File: config.mk
export PLATFORM = sky130hd
export DESIGN_NAME = sd_blkdma_engine
export DESIGN_NICKNAME = d
export VERILOG_FILES = /design/src/rtl/sd_dma_pkg.sv /design/src/rtl/sd_dma_datapath.sv /design/src/rtl/sd_dma_control.sv /design/src/rtl/sd_blkdma_engine.sv
export SDC_FILE = /design/constraint.sdc
export NUM_CORES = 1
export LEC_CHECK = 0
export ABC_CLOCK_PERIOD_IN_PS = 2890
export BUFFER_PORTS_ARGS = -buffer_cell sky130_fd_sc_hd__buf_2
export CORE_UTILIZATION = 47
export DETAILED_ROUTE_END_ITERATION = 10
export PLACE_DENSITY_LB_ADDON = 0.08
export SLEW_MARGIN = 25
export SYNTH_ARGS = -nofsm -noshare
export SYNTH_HDL_FRONTEND = slang
export SYNTH_HIERARCHICAL = 1
export SYNTH_SLANG_ARGS = --single-unit
File: constraint.sdc
create_clock -name clk -period 2.89 [get_ports clk]
set_clock_uncertainty 0.05 [all_clocks]
set_input_delay 0.578 -clock clk [delete_from_list [all_inputs] [get_ports clk]]
set_output_delay 0.578 -clock clk [all_outputs]
set_load 0.005 [all_outputs]
File: src/rtl/sd_dma_pkg.sv
package sdDmaPkg;
  // register select codes
  localparam logic [2:0] SEL_SYSADDR = 3'd0;
  localparam logic [2:0] SEL_GEOM    = 3'd1;
  localparam logic [2:0] SEL_COUNT   = 3'd2;
  localparam logic [2:0] SEL_MODE    = 3'd3;
  localparam logic [2:0] SEL_STATUS  = 3'd4;

  // mode register bits
  localparam int MODE_GO_BIT    = 0;
  localparam int MODE_CNTEN_BIT = 1;
  localparam int MODE_DIR_BIT   = 4;

  // status register bits
  localparam int STAT_DONE_BIT  = 1;
  localparam int STAT_PAUSE_BIT = 3;

  // strobes from control to datapath
  typedef struct packed {
    logic start;     // load block and word counters
    logic wordStep;  // one word moved
    logic capture;   // latch memory read data
    logic pauseSet;  // raise boundary status
    logic doneSet;   // raise done status
    logic regsOpen;  // geometry/count/mode writable
    logic addrOpen;  // address register writable
  } dpCtrlT;
endpackage

File: src/rtl/sd_dma_datapath.sv
module sd_dma_datapath
  import sdDmaPkg::*;
#(
  parameter int ADDR_W    = 32,
  parameter int CNT_W     = 16,
  parameter int SIZE_W    = 12,
  parameter int BOUND_W   = 3,
  parameter int BASE_LOG2 = 12
) (
  input  logic              clk,
  input  logic              rstN,
  input  dpCtrlT            ctrl,
  input  logic              regWrEn,
  input  logic [2:0]        regSel,
  input  logic [31:0]       regWrData,
  output logic [31:0]       regRdData,
  input  logic [31:0]       memRdData,
  output logic [ADDR_W-1:0] curAddr,
  output logic [31:0]       rdBuf,
  output logic              lastWord,
  output logic              lastBlock,
  output logic              boundaryHit,
  output logic              countZero,
  output logic              dirToMem,
  output logic              irq
);
  localparam int WCNT_W     = SIZE_W - 2;
  localparam int WORD_BYTES = 4;

  logic [ADDR_W-1:0]  sysAddr;
  logic [SIZE_W-1:0]  geomSize;
  logic [BOUND_W-1:0] boundSel;
  logic [CNT_W-1:0]   countReg;
  logic [CNT_W-1:0]   blocksLeft;
  logic [WCNT_W-1:0]  wordCnt;
  logic [WCNT_W-1:0]  wordsPerBlock;
  logic               countEn;
  logic               statDone;
  logic               statPause;
  logic [ADDR_W-1:0]  nextAddr;
  logic [ADDR_W-1:0]  boundMask;

  logic wrSys, wrGeom, wrCount, wrMode, wrStatus;
  assign wrSys    = regWrEn && (regSel == SEL_SYSADDR);
  assign wrGeom   = regWrEn && (regSel == SEL_GEOM);
  assign wrCount  = regWrEn && (regSel == SEL_COUNT);
  assign wrMode   = regWrEn && (regSel == SEL_MODE);
  assign wrStatus = regWrEn && (regSel == SEL_STATUS);

  assign wordsPerBlock = (geomSize[SIZE_W-1:2] == '0) ? WCNT_W'(1) : geomSize[SIZE_W-1:2];
  assign nextAddr      = sysAddr + ADDR_W'(WORD_BYTES);
  assign boundMask     = (ADDR_W'(1) << (ADDR_W'(BASE_LOG2) + ADDR_W'(boundSel))) - ADDR_W'(1);
  assign boundaryHit   = ((nextAddr & boundMask) == '0);
  assign lastWord      = (wordCnt == WCNT_W'(1));
  assign lastBlock     = (blocksLeft == CNT_W'(1));
  assign countZero     = (countReg == '0);
  assign curAddr       = sysAddr;
  assign irq           = statDone | statPause;

  // address register: software load when open, engine advance otherwise
  always_ff @(posedge clk or negedge rstN) begin
    if (!rstN) sysAddr <= '0;
    else if (wrSys && ctrl.addrOpen) sysAddr <= regWrData[ADDR_W-1:0];
    else if (ctrl.wordStep) sysAddr <= nextAddr;
  end

  // geometry and mode, writable only while idle
  always_ff @(posedge clk or negedge rstN) begin
    if (!rstN) begin
      geomSize <= '0;
      boundSel <= '0;
      countEn  <= 1'b0;
      dirToMem <= 1'b0;
    end else if (ctrl.regsOpen) begin
      if (wrGeom) begin
        geomSize <= regWrData[SIZE_W-1:0];
        boundSel <= regWrData[SIZE_W +: BOUND_W];
      end
      if (wrMode) begin
        countEn  <= regWrData[MODE_CNTEN_BIT];
        dirToMem <= regWrData[MODE_DIR_BIT];
      end
    end
  end

  // software-visible block count
  always_ff @(posedge clk or negedge rstN) begin
    if (!rstN) countReg <= '0;
    else if (wrCount && ctrl.regsOpen) countReg <= regWrData[CNT_W-1:0];
    else if (ctrl.wordStep && lastWord && countEn) countReg <= countReg - CNT_W'(1);
  end

  // internal progress counters
  always_ff @(posedge clk or negedge rstN) begin
    if (!rstN) begin
      blocksLeft <= '0;
      wordCnt    <= '0;
    end else if (ctrl.start) begin
      blocksLeft <= countReg;
      wordCnt    <= wordsPerBlock;
    end else if (ctrl.wordStep) begin
      if (lastWord) begin
        blocksLeft <= blocksLeft - CNT_W'(1);
        wordCnt    <= wordsPerBlock;
      end else begin
        wordCnt <= wordCnt - WCNT_W'(1);
      end
    end
  end

  // read holding buffer
  always_ff @(posedge clk or negedge rstN) begin
    if (!rstN) rdBuf <= '0;
    else if (ctrl.capture) rdBuf <= memRdData;
  end

  // status bits: set wins over write-one-to-clear
  always_ff @(posedge clk or negedge rstN) begin
    if (!rstN) begin
      statDone  <= 1'b0;
      statPause <= 1'b0;
    end else begin
      if (ctrl.doneSet) statDone <= 1'b1;
      else if (wrStatus && regWrData[STAT_DONE_BIT]) statDone <= 1'b0;
      if (ctrl.pauseSet) statPause <= 1'b1;
      else if (wrStatus && regWrData[STAT_PAUSE_BIT]) statPause <= 1'b0;
    end
  end

  always_comb begin
    regRdData = '0;
    case (regSel)
      SEL_SYSADDR: regRdData = 32'(sysAddr);
      SEL_GEOM:    regRdData = 32'({boundSel, geomSize});
      SEL_COUNT:   regRdData = 32'(countReg);
      SEL_MODE: begin
        regRdData[MODE_CNTEN_BIT] = countEn;
        regRdData[MODE_DIR_BIT]   = dirToMem;
      end
      SEL_STATUS: begin
        regRdData[STAT_DONE_BIT]  = statDone;
        regRdData[STAT_PAUSE_BIT] = statPause;
      end
      default: regRdData = '0;
    endcase
  end

  // a pause always leaves the address on a boundary multiple
  assert_pause_aligned_R4: assert property (@(posedge clk) disable iff (!rstN)
    $rose(statPause) |-> ((sysAddr & boundMask) == '0));

  // done only once every block has been consumed
  assert_done_drained_R5: assert property (@(posedge clk) disable iff (!rstN)
    $rose(statDone) |-> (blocksLeft == '0));

  // geometry frozen while a transfer owns it
  assert_geom_frozen_R10: assert property (@(posedge clk) disable iff (!rstN)
    !ctrl.regsOpen |=> ($stable(geomSize) && $stable(boundSel)));
endmodule

File: src/rtl/sd_dma_control.sv
module sd_dma_control
  import sdDmaPkg::*;
(
  input  logic        clk,
  input  logic        rstN,
  input  logic        regWrEn,
  input  logic [2:0]  regSel,
  input  logic [31:0] regWrData,
  input  logic        lastWord,
  input  logic        lastBlock,
  input  logic        boundaryHit,
  input  logic        countZero,
  input  logic        dirToMem,
  input  logic        cardInValid,
  output logic        cardInReady,
  output logic        cardOutValid,
  input  logic        cardOutReady,
  output logic        memWrEn,
  output logic        memRdEn,
  output dpCtrlT      ctrl
);
  typedef enum logic [2:0] {S_IDLE, S_RECV, S_FETCH, S_LOAD, S_SEND, S_PAUSE} stateT;
  stateT state, stateNext;

  logic startReq, resumeReq, moved;
  stateT runState;

  assign startReq  = regWrEn && (regSel == SEL_MODE) && regWrData[MODE_GO_BIT] && (state == S_IDLE);
  assign resumeReq = regWrEn && (regSel == SEL_SYSADDR) && (state == S_PAUSE);
  assign runState  = dirToMem ? S_RECV : S_FETCH;

  assign cardInReady  = (state == S_RECV);
  assign cardOutValid = (state == S_SEND);
  assign memRdEn      = (state == S_FETCH);
  assign memWrEn      = cardInReady && cardInValid;
  assign moved        = memWrEn || (cardOutValid && cardOutReady);

  always_comb begin
    stateNext     = state;
    ctrl          = '0;
    ctrl.regsOpen = (state == S_IDLE);
    ctrl.addrOpen = (state == S_IDLE) || (state == S_PAUSE);
    ctrl.wordStep = moved;
    case (state)
      S_IDLE: begin
        if (startReq) begin
          ctrl.start = 1'b1;
          if (countZero) ctrl.doneSet = 1'b1;
          else stateNext = regWrData[MODE_DIR_BIT] ? S_RECV : S_FETCH;
        end
      end
      S_FETCH: stateNext = S_LOAD;
      S_LOAD: begin
        ctrl.capture = 1'b1;
        stateNext    = S_SEND;
      end
      S_RECV, S_SEND: begin
        if (moved) begin
          if (lastWord && lastBlock) begin
            ctrl.doneSet = 1'b1;
            stateNext    = S_IDLE;
          end else if (boundaryHit) begin
            ctrl.pauseSet = 1'b1;
            stateNext     = S_PAUSE;
          end else begin
            stateNext = runState;
          end
        end
      end
      S_PAUSE: if (resumeReq) stateNext = runState;
      default: stateNext = S_IDLE;
    endcase
  end

  always_ff @(posedge clk or negedge rstN) begin
    if (!rstN) state <= S_IDLE;
    else state <= stateNext;
  end

  // no traffic of any kind while held at a boundary
  assert_quiet_paused_R6: assert property (@(posedge clk) disable iff (!rstN)
    (state == S_PAUSE) |-> (!memWrEn && !memRdEn && !cardInReady && !cardOutValid));

  // at most one memory strobe per cycle
  assert_mem_exclusive_R3: assert property (@(posedge clk) disable iff (!rstN)
    !(memWrEn && memRdEn));

  // a boundary pause is only entered from a moving word
  assert_pause_from_move_R4: assert property (@(posedge clk) disable iff (!rstN)
    ctrl.pauseSet |-> moved);
endmodule

File: src/rtl/sd_blkdma_engine.sv
module sd_blkdma_engine
  import sdDmaPkg::*;
#(
  parameter int ADDR_W    = 32,
  parameter int CNT_W     = 16,
  parameter int SIZE_W    = 12,
  parameter int BOUND_W   = 3,
  parameter int BASE_LOG2 = 12
) (
  input  logic              clk,
  input  logic              rstN,
  input  logic              regWrEn,
  input  logic [2:0]        regSel,
  input  logic [31:0]       regWrData,
  output logic [31:0]       regRdData,
  output logic              memWrEn,
  output logic              memRdEn,
  output logic [ADDR_W-1:0] memAddr,
  output logic [31:0]       memWrData,
  input  logic [31:0]       memRdData,
  input  logic              cardInValid,
  input  logic [31:0]       cardInData,
  output logic              cardInReady,
  output logic              cardOutValid,
  output logic [31:0]       cardOutData,
  input  logic              cardOutReady,
  output logic              irq
);
  dpCtrlT ctrl;
  logic lastWord, lastBlock, boundaryHit, countZero, dirToMem;

  assign memWrData = cardInData;

  sd_dma_control u_ctrl (
    .clk(clk), .rstN(rstN),
    .regWrEn(regWrEn), .regSel(regSel), .regWrData(regWrData),
    .lastWord(lastWord), .lastBlock(lastBlock), .boundaryHit(boundaryHit),
    .countZero(countZero), .dirToMem(dirToMem),
    .cardInValid(cardInValid), .cardInReady(cardInReady),
    .cardOutValid(cardOutValid), .cardOutReady(cardOutReady),
    .memWrEn(memWrEn), .memRdEn(memRdEn), .ctrl(ctrl)
  );

  sd_dma_datapath #(
    .ADDR_W(ADDR_W), .CNT_W(CNT_W), .SIZE_W(SIZE_W),
    .BOUND_W(BOUND_W), .BASE_LOG2(BASE_LOG2)
  ) u_dp (
    .clk(clk), .rstN(rstN), .ctrl(ctrl),
    .regWrEn(regWrEn), .regSel(regSel), .regWrData(regWrData), .regRdData(regRdData),
    .memRdData(memRdData), .curAddr(memAddr), .rdBuf(cardOutData),
    .lastWord(lastWord), .lastBlock(lastBlock), .boundaryHit(boundaryHit),
    .countZero(countZero), .dirToMem(dirToMem), .irq(irq)
  );
endmodule

# Word-level counts from Yosys, hierarchy flattened
# Cells that the tools add are included.
[op_classes]
n_addsub = 6
n_eq_ne = 15
shifts = 1
mux = 41
n_bitwise = 2
n_reduce_logical = 35
[op_table]
columns = ["cell", "count"]
rows = [
  ["27-bit case mux with 3 select lines", 1],
  ["16-bit 2-to-1 mux", 5],
  ["32-bit 2-to-1 mux", 2],
  ["10-bit 2-to-1 mux", 4],
  ["32-bit by 3-bit adder with 32-bit output, second input constant", 1],
  ["32-bit bitwise AND", 1],
  ["32-bit logical NOT", 1],
  ["1-bit by 32-bit << shifter with 32-bit output, first input constant", 1],
  ["16-bit by 1-bit subtractor with 16-bit output, second input constant", 2],
  ["32-bit by 2-bit subtractor with 32-bit output, second input constant", 1],
  ["3-bit 2-to-1 mux", 6],
  ["1-bit logical AND", 17],
  ["16-bit by 1-bit == test with 1-bit output, second input constant", 1],
  ["16-bit logical NOT", 1],
  ["3-bit case mux with 5 select lines", 1],
  ["1-bit 2-to-1 mux", 13],
  ["3-bit by 2-bit == test with 1-bit output, second input constant", 4],
  ["2-bit nonzero test", 6],
  ["10-bit by 1-bit == test with 1-bit output, second input constant", 1],
  ["10-bit logical NOT", 1],
  ["10-bit by 1-bit subtractor with 10-bit output, second input constant", 1],
  ["3-bit == test, second input constant", 3],
  ["1-bit case mux with 4 select lines", 2],
  ["3-bit by 1-bit == test with 1-bit output, second input constant", 2],
  ["13 further kinds", 22],
]
[totals]
reg_bits = 128
in_bits = 104
output_inout_bits = 133
elab_cells = 112

# Logic depth before layout (Yosys ltp)
[depth]
ltp_word = 10
depth_mapped = 13
mapped_depth_nobuf = 11

# Modules after synthesis
# Netlist, hierarchy kept.
[by_module_without_submodules]
columns = ["mod", "n_inst", "cells_each", "area_per_inst_um2"]
rows = [
  ["sd_dma_datapath", 1, 733, 6904.1],
  ["sd_dma_control", 1, 53, 412.9],
  ["sd_blkdma_engine", 1, 32, 240.2],
]

# Worst setup path after synthesis
# Ideal clock, no wire load.
[synth_timing]
kind = "input to register"
start = "in cardOutReady"
end = "reg u_dp.countReg[11]"
setup_ps = 125
arrival_ps = 3032
required_time_ps = 2715
path_slack_ps = -317
stages = 12
n_path_buf = 3
cell_sequence = "nor2b_1 nand2_1 a21oi_1 buf_4 nor2b_1 or4b_1 buf_2 or3_1 buf_2 or3_1 xnor2_1 mux2_2"
[synth_via]
elab_chain_cells = 5
[synth_rtl]
columns = ["item", "line", "source"]
rows = [
  ["start, declared", "sd_blkdma_engine.sv:26", "input logic cardOutReady,"],
  ["1-bit logical AND", "sd_dma_control.sv:36", "assign moved = memWrEn || (cardOutValid && cardOutReady);"],
  ["1-bit logical OR", "sd_dma_control.sv:36", ""],
  ["via u_ctrl.moved", "sd_dma_control.sv:25", "logic startReq, resumeReq, moved;"],
  ["1-bit logical AND (2 in a row)", "sd_dma_datapath.sv:90", "else if (ctrl.wordStep && lastWord && countEn) countReg <= countReg - CNT_W'(1);"],
  ["2-bit nonzero test (no source line)", "-", ""],
  ["end signal, assigned", "sd_dma_datapath.sv:89", "else if (wrCount && ctrl.regsOpen) countReg <= regWrData[CNT_W-1:0];"],
  ["end signal, assigned", "sd_dma_datapath.sv:90", ""],
  ["end, declared", "sd_dma_datapath.sv:33", "logic [CNT_W-1:0] countReg;"],
]
# The timed path passes the listed nets, and every way through them passes these cells.
# A chain may end at the register's enable or synchronous reset.

# Final worst setup path
[layout_timing]
start = "reg u_dp.wordCnt[1]"
end = "reg u_dp.countReg[11]"
[layout_via]
elab_chain_cells = 4
[layout_rtl]
columns = ["item", "line", "source"]
rows = [
  ["start, declared", "sd_dma_datapath.sv:35", "logic [WCNT_W-1:0] wordCnt;"],
  ["start signal, assigned", "sd_dma_datapath.sv:100", "wordCnt <= wordsPerBlock;"],
  ["start signal, assigned", "sd_dma_datapath.sv:104", "wordCnt <= wordsPerBlock;"],
  ["start signal, assigned", "sd_dma_datapath.sv:106", "wordCnt <= wordCnt - WCNT_W'(1);"],
  ["10-bit by 1-bit == test with 1-bit output", "sd_dma_datapath.sv:54", "assign lastWord = (wordCnt == WCNT_W'(1));"],
  ["1-bit logical AND (2 in a row)", "sd_dma_datapath.sv:90", ""],
  ["2-bit nonzero test (no source line)", "-", ""],
]
# Every way passes these cells.

==> qor.yml <==
route:
  drc: 0
  viasPerCell: 5.61
  wl_per_cell_um: 18.4
  postRouteAntennaNets: 0
  wirelength_um: 22500
  num_vias: 6840
  drt_iter0_markers: 435
  first_pass_iters: 5
die:
  core_mm2: 0.0154
  die_x_um: 129
  die_h_um: 129
  rows: 45
  die_area_mm2: 0.0166
  io_pins: 237
  initial_utilization_pct: 49.0
min_path:
  min_path_type: "input port to asynchronous set/reset pin"
cts:
  cts_buffers: 17
  cts_tree: "yes"
  clkLatencyLatePin_ps: 420
  clk_pin_slew_ps: 60
  htreeDepth: 4
  cts_sinks: 128
  cts_root_buf: "clkbuf_16"
  cts_buffer_depth: 2
  cts_hold_buf: 0
synthesis:
  syn-num-nets: 928
  synth_top_area_share_pct: 42.4
  synth_simple_gate_area_share_pct: 20.4
  synth_cells: 818
  muxShareOfSynthArea_pct: 11.7
  synth_flop_cell: "dfrtp_1"
  synth_top_family_by_area: "simple AND/OR/NAND/NOR gates"
  yosysTopAreaCell: "dfrtp_1"
  seq_area_frac_synth_pct: 42.4
  ys_types: 54
  syn_area_mm2: 0.00756
  postSynth.asyncResetShare_pct: 100
  synth_edf_count: 0
  synthAdderAreaFrac_pct: 1.13
  synth.most_common_cell: "dfrtp_1"
  yosys-top-cells-count: "128 x dfrtp_1, 87 x nand2_1, 68 x nor2_1, 65 x o21ai_0, 56 x mux2_2"
  avgSynthCellArea_um2: 9.24
  synth_xor_area_share_pct: 7.65
  synth_area_leaders: "dfrtp_1 42%, mux2_2 8.3%, xnor2_1 5.3%, nand2_1 4.3%, o21ai_0 4.3%"
  synth_compound_area_share_pct: 9.83
  yosysWarnings: 6
  ys_ff_latch: 128
global_route:
  overflow: 0
  grt_max_degree: 47
  grt.total_usage_pct: 27.8
  grt_pass1_wl_um: 35000
  first_global_vias: 6454
  antenna_found_initial: 0
power_and_ir_drop:
  cellLeakagePower_nw: 4.29
  peakVddDrop_v: 0.000660
  p_seq_share_pct: 37.3
  switching_share_pct: 38.7
  p_clk_share_pct: 21.8
  power.density_mw_per_mm2: 1020
  p_switching_mw: 3.72
  combPwrFrac_pct: 40.9
  p_int_mw: 5.89
final_layout:
  finish.instance_area_mm2: 0.00947
  final_core_util_pct: 61.4
  area_delta_synth_final_pct: 25.3
  layout-drive-gt1-share_pct: 35.8
  fin_nets: 1106
  diodes: 0
placed_design:
  place_area_mm2: 0.00883
  dp_hpwl_um: 17000
  routabilityCongestion: 0.925
  io_buffers: 172
outcome:
  status: "completed"
sta:
  report.final.slew_viol_count: 0
  holdWs_ps: 138
  hold_viol: 0
  min_period_ps: 2860
  tightest_slew_ps: 705
  rsz0062_at_grt: "true"
  finalSetupViolCount: 0
  post-route-period-util_pct: 98.9
  fin_setup_tns_ps: 0
  fmax_ghz: 0.350
  slew_headroom_pct: 52.9
critical_path:
  worstPathRequired_ps: 3140
  crit_start: "u_dp/wordCnt[1]"
  worstSetupPathType: "flop to flop"
  r2r_start: "u_dp/wordCnt[1]"
  worstSetupEndpointType: "flop"
  cp_max_fo: 3
  critPathLaunchType: "flop"
  worstPathArrival_ps: 3110
job:
  maxCapViolations: 0
## path summary, 6_finish.rpt
check / end / slack, ps / cells past startpoint
setup / recovery: u_dp/countReg[11] / 30 / 8
hold / removal: u_dp/countReg[10] / 140 / 1
setup reg to reg: u_dp/countReg[11] / 30 / 8
hold reg to reg: u_dp/rdBuf[31] / 450 / 1
max in group asynchronous: u_dp/rdBuf[4] / 1940 / 2
min in group clk: u_dp/curAddr[21] / 320 / 3
## power groups by stage
stage / Combinational, mW / Clock (mW) / Sequential (mW)
6_report: 3.93 / 2.09 / 3.59
5_1_grt: 4.30 / 2.22 / 3.71
4_1_cts: 3.89 / 2.14 / 3.58
3_5_place_dp: 3.83 / 0 / 3.59
3_3_place_gp: 3.75 / 0 / 3.56
2_1_floorplan: 2.33 / 0 / 3.38
## cell type report
| class | count | area (um^2) |
|---|---|---|
| tap | 211 | 264 |
| clock inverter | 15 | 150 |
| inverter | 16 | 60.1 |
| sequential | 128 | 3200 |
| fill | 1411 | 5960 |
| clock buffer | 17 | 425 |
| multi-input combinational | 589 | 3940 |
| timing repair buffer | 244 | 1430 |
## logic make-up after synthesis
logic type                 Yosys count
muxes                               78
adders and majority gates            7
buffers and inverters              101
DFF                                128
and+or+nand+nor                    312
AOI/OAI and AO/OA                  126
xor gates and xnor gates            66
## layer usage
layer  part of all wire [%]  up-vias  global-route usage, %
met4                    1.4        0                   8.86
met1                     45     3367                   37.8
li1                       -     3184                      -
met2                     47      263                   44.0
met5                      0        -                      0
met3                    6.6       26                   6.28
## flip-flops by register name (all words and copies together), names as in the netlist
signal / cells
u_dp/countReg: 16
u_dp/boundSel: 3
u_dp/geomSize: 12
u_dp/statDone: 1
u_dp/dirToMem: 1
u_ctrl/state: 3
u_dp/rdBuf: 32
u_dp/countEn: 1
u_dp/wordCnt: 10
u_dp/statPause: 1
u_dp/blocksLeft: 16
u_dp/curAddr: 32
## cells in the final DEF (no fill, tap or decap), types with 3 or more instances in the layout
| master | synthesis | routed |
|---|---|---|
| or3_4 | 0 | 3 |
| buf_2 | 3 | 171 |
| mux2_2 | 56 | 56 |
| a21o_1 | 4 | 4 |
| xnor2_1 | 46 | 46 |
| and2_1 | 23 | 23 |
| nor2b_1 | 6 | 4 |
| nand4_1 | 24 | 24 |
| nand2_1 | 87 | 87 |
| nor2_1 | 68 | 67 |
| clkinvlp_4 | 0 | 4 |
| clkbuf_16 | 0 | 17 |
| nand2b_1 | 4 | 4 |
| nand3b_1 | 3 | 3 |
| nand3_1 | 22 | 22 |
| a31oi_1 | 4 | 4 |
| a211o_1 | 3 | 3 |
| inv_1 | 16 | 15 |
| and3_1 | 7 | 6 |
| inv_6 | 0 | 6 |
| clkinv_4 | 0 | 3 |
| mux2i_1 | 19 | 19 |
| or2_2 | 3 | 3 |
| or3_1 | 8 | 5 |
| or4_1 | 7 | 6 |
| o21ai_0 | 65 | 64 |
| dfrtp_1 | 128 | 127 |
| nor3_1 | 23 | 21 |
| nor4_1 | 20 | 17 |
| buf_4 | 33 | 71 |
| a21oi_1 | 27 | 25 |
| ha_1 | 6 | 5 |
| o22ai_1 | 5 | 5 |
| xor2_1 | 20 | 20 |
## critical path, stage by stage (launching register included)
cell	delay, ps
dfrtp_1	390
inv_2	60
ha_1	130
or4b_4	480
or4b_4	570
or3_4	350
or3_4	340
xnor2_1	120
mux2_2	260
## what timing repair did
| item | CTS | global route |
|---|---|---|
| pin swaps | 0 | 4 |
| resized for setup | 3 | 7 |
| setup endpoints to repair | 3 | 12 |
| setup buffers | 0 | 2 |
| cloned | 0 | 0 |
## stage by stage
stage | cells | total power, mW | setup slack, ps
2_1_floorplan | 818 | 5.71 | -190
3_3_place_gp | 1186 | 7.30 | -57.9
3_5_place_dp | 1186 | 7.42 | -65.8
4_1_cts | 1218 | 9.60 | 18.6
5_1_grt | 1220 | 10.2 | -21.0
6_report | 1220 | 9.61 | 32.3
(Power assumes the default switching activity.)
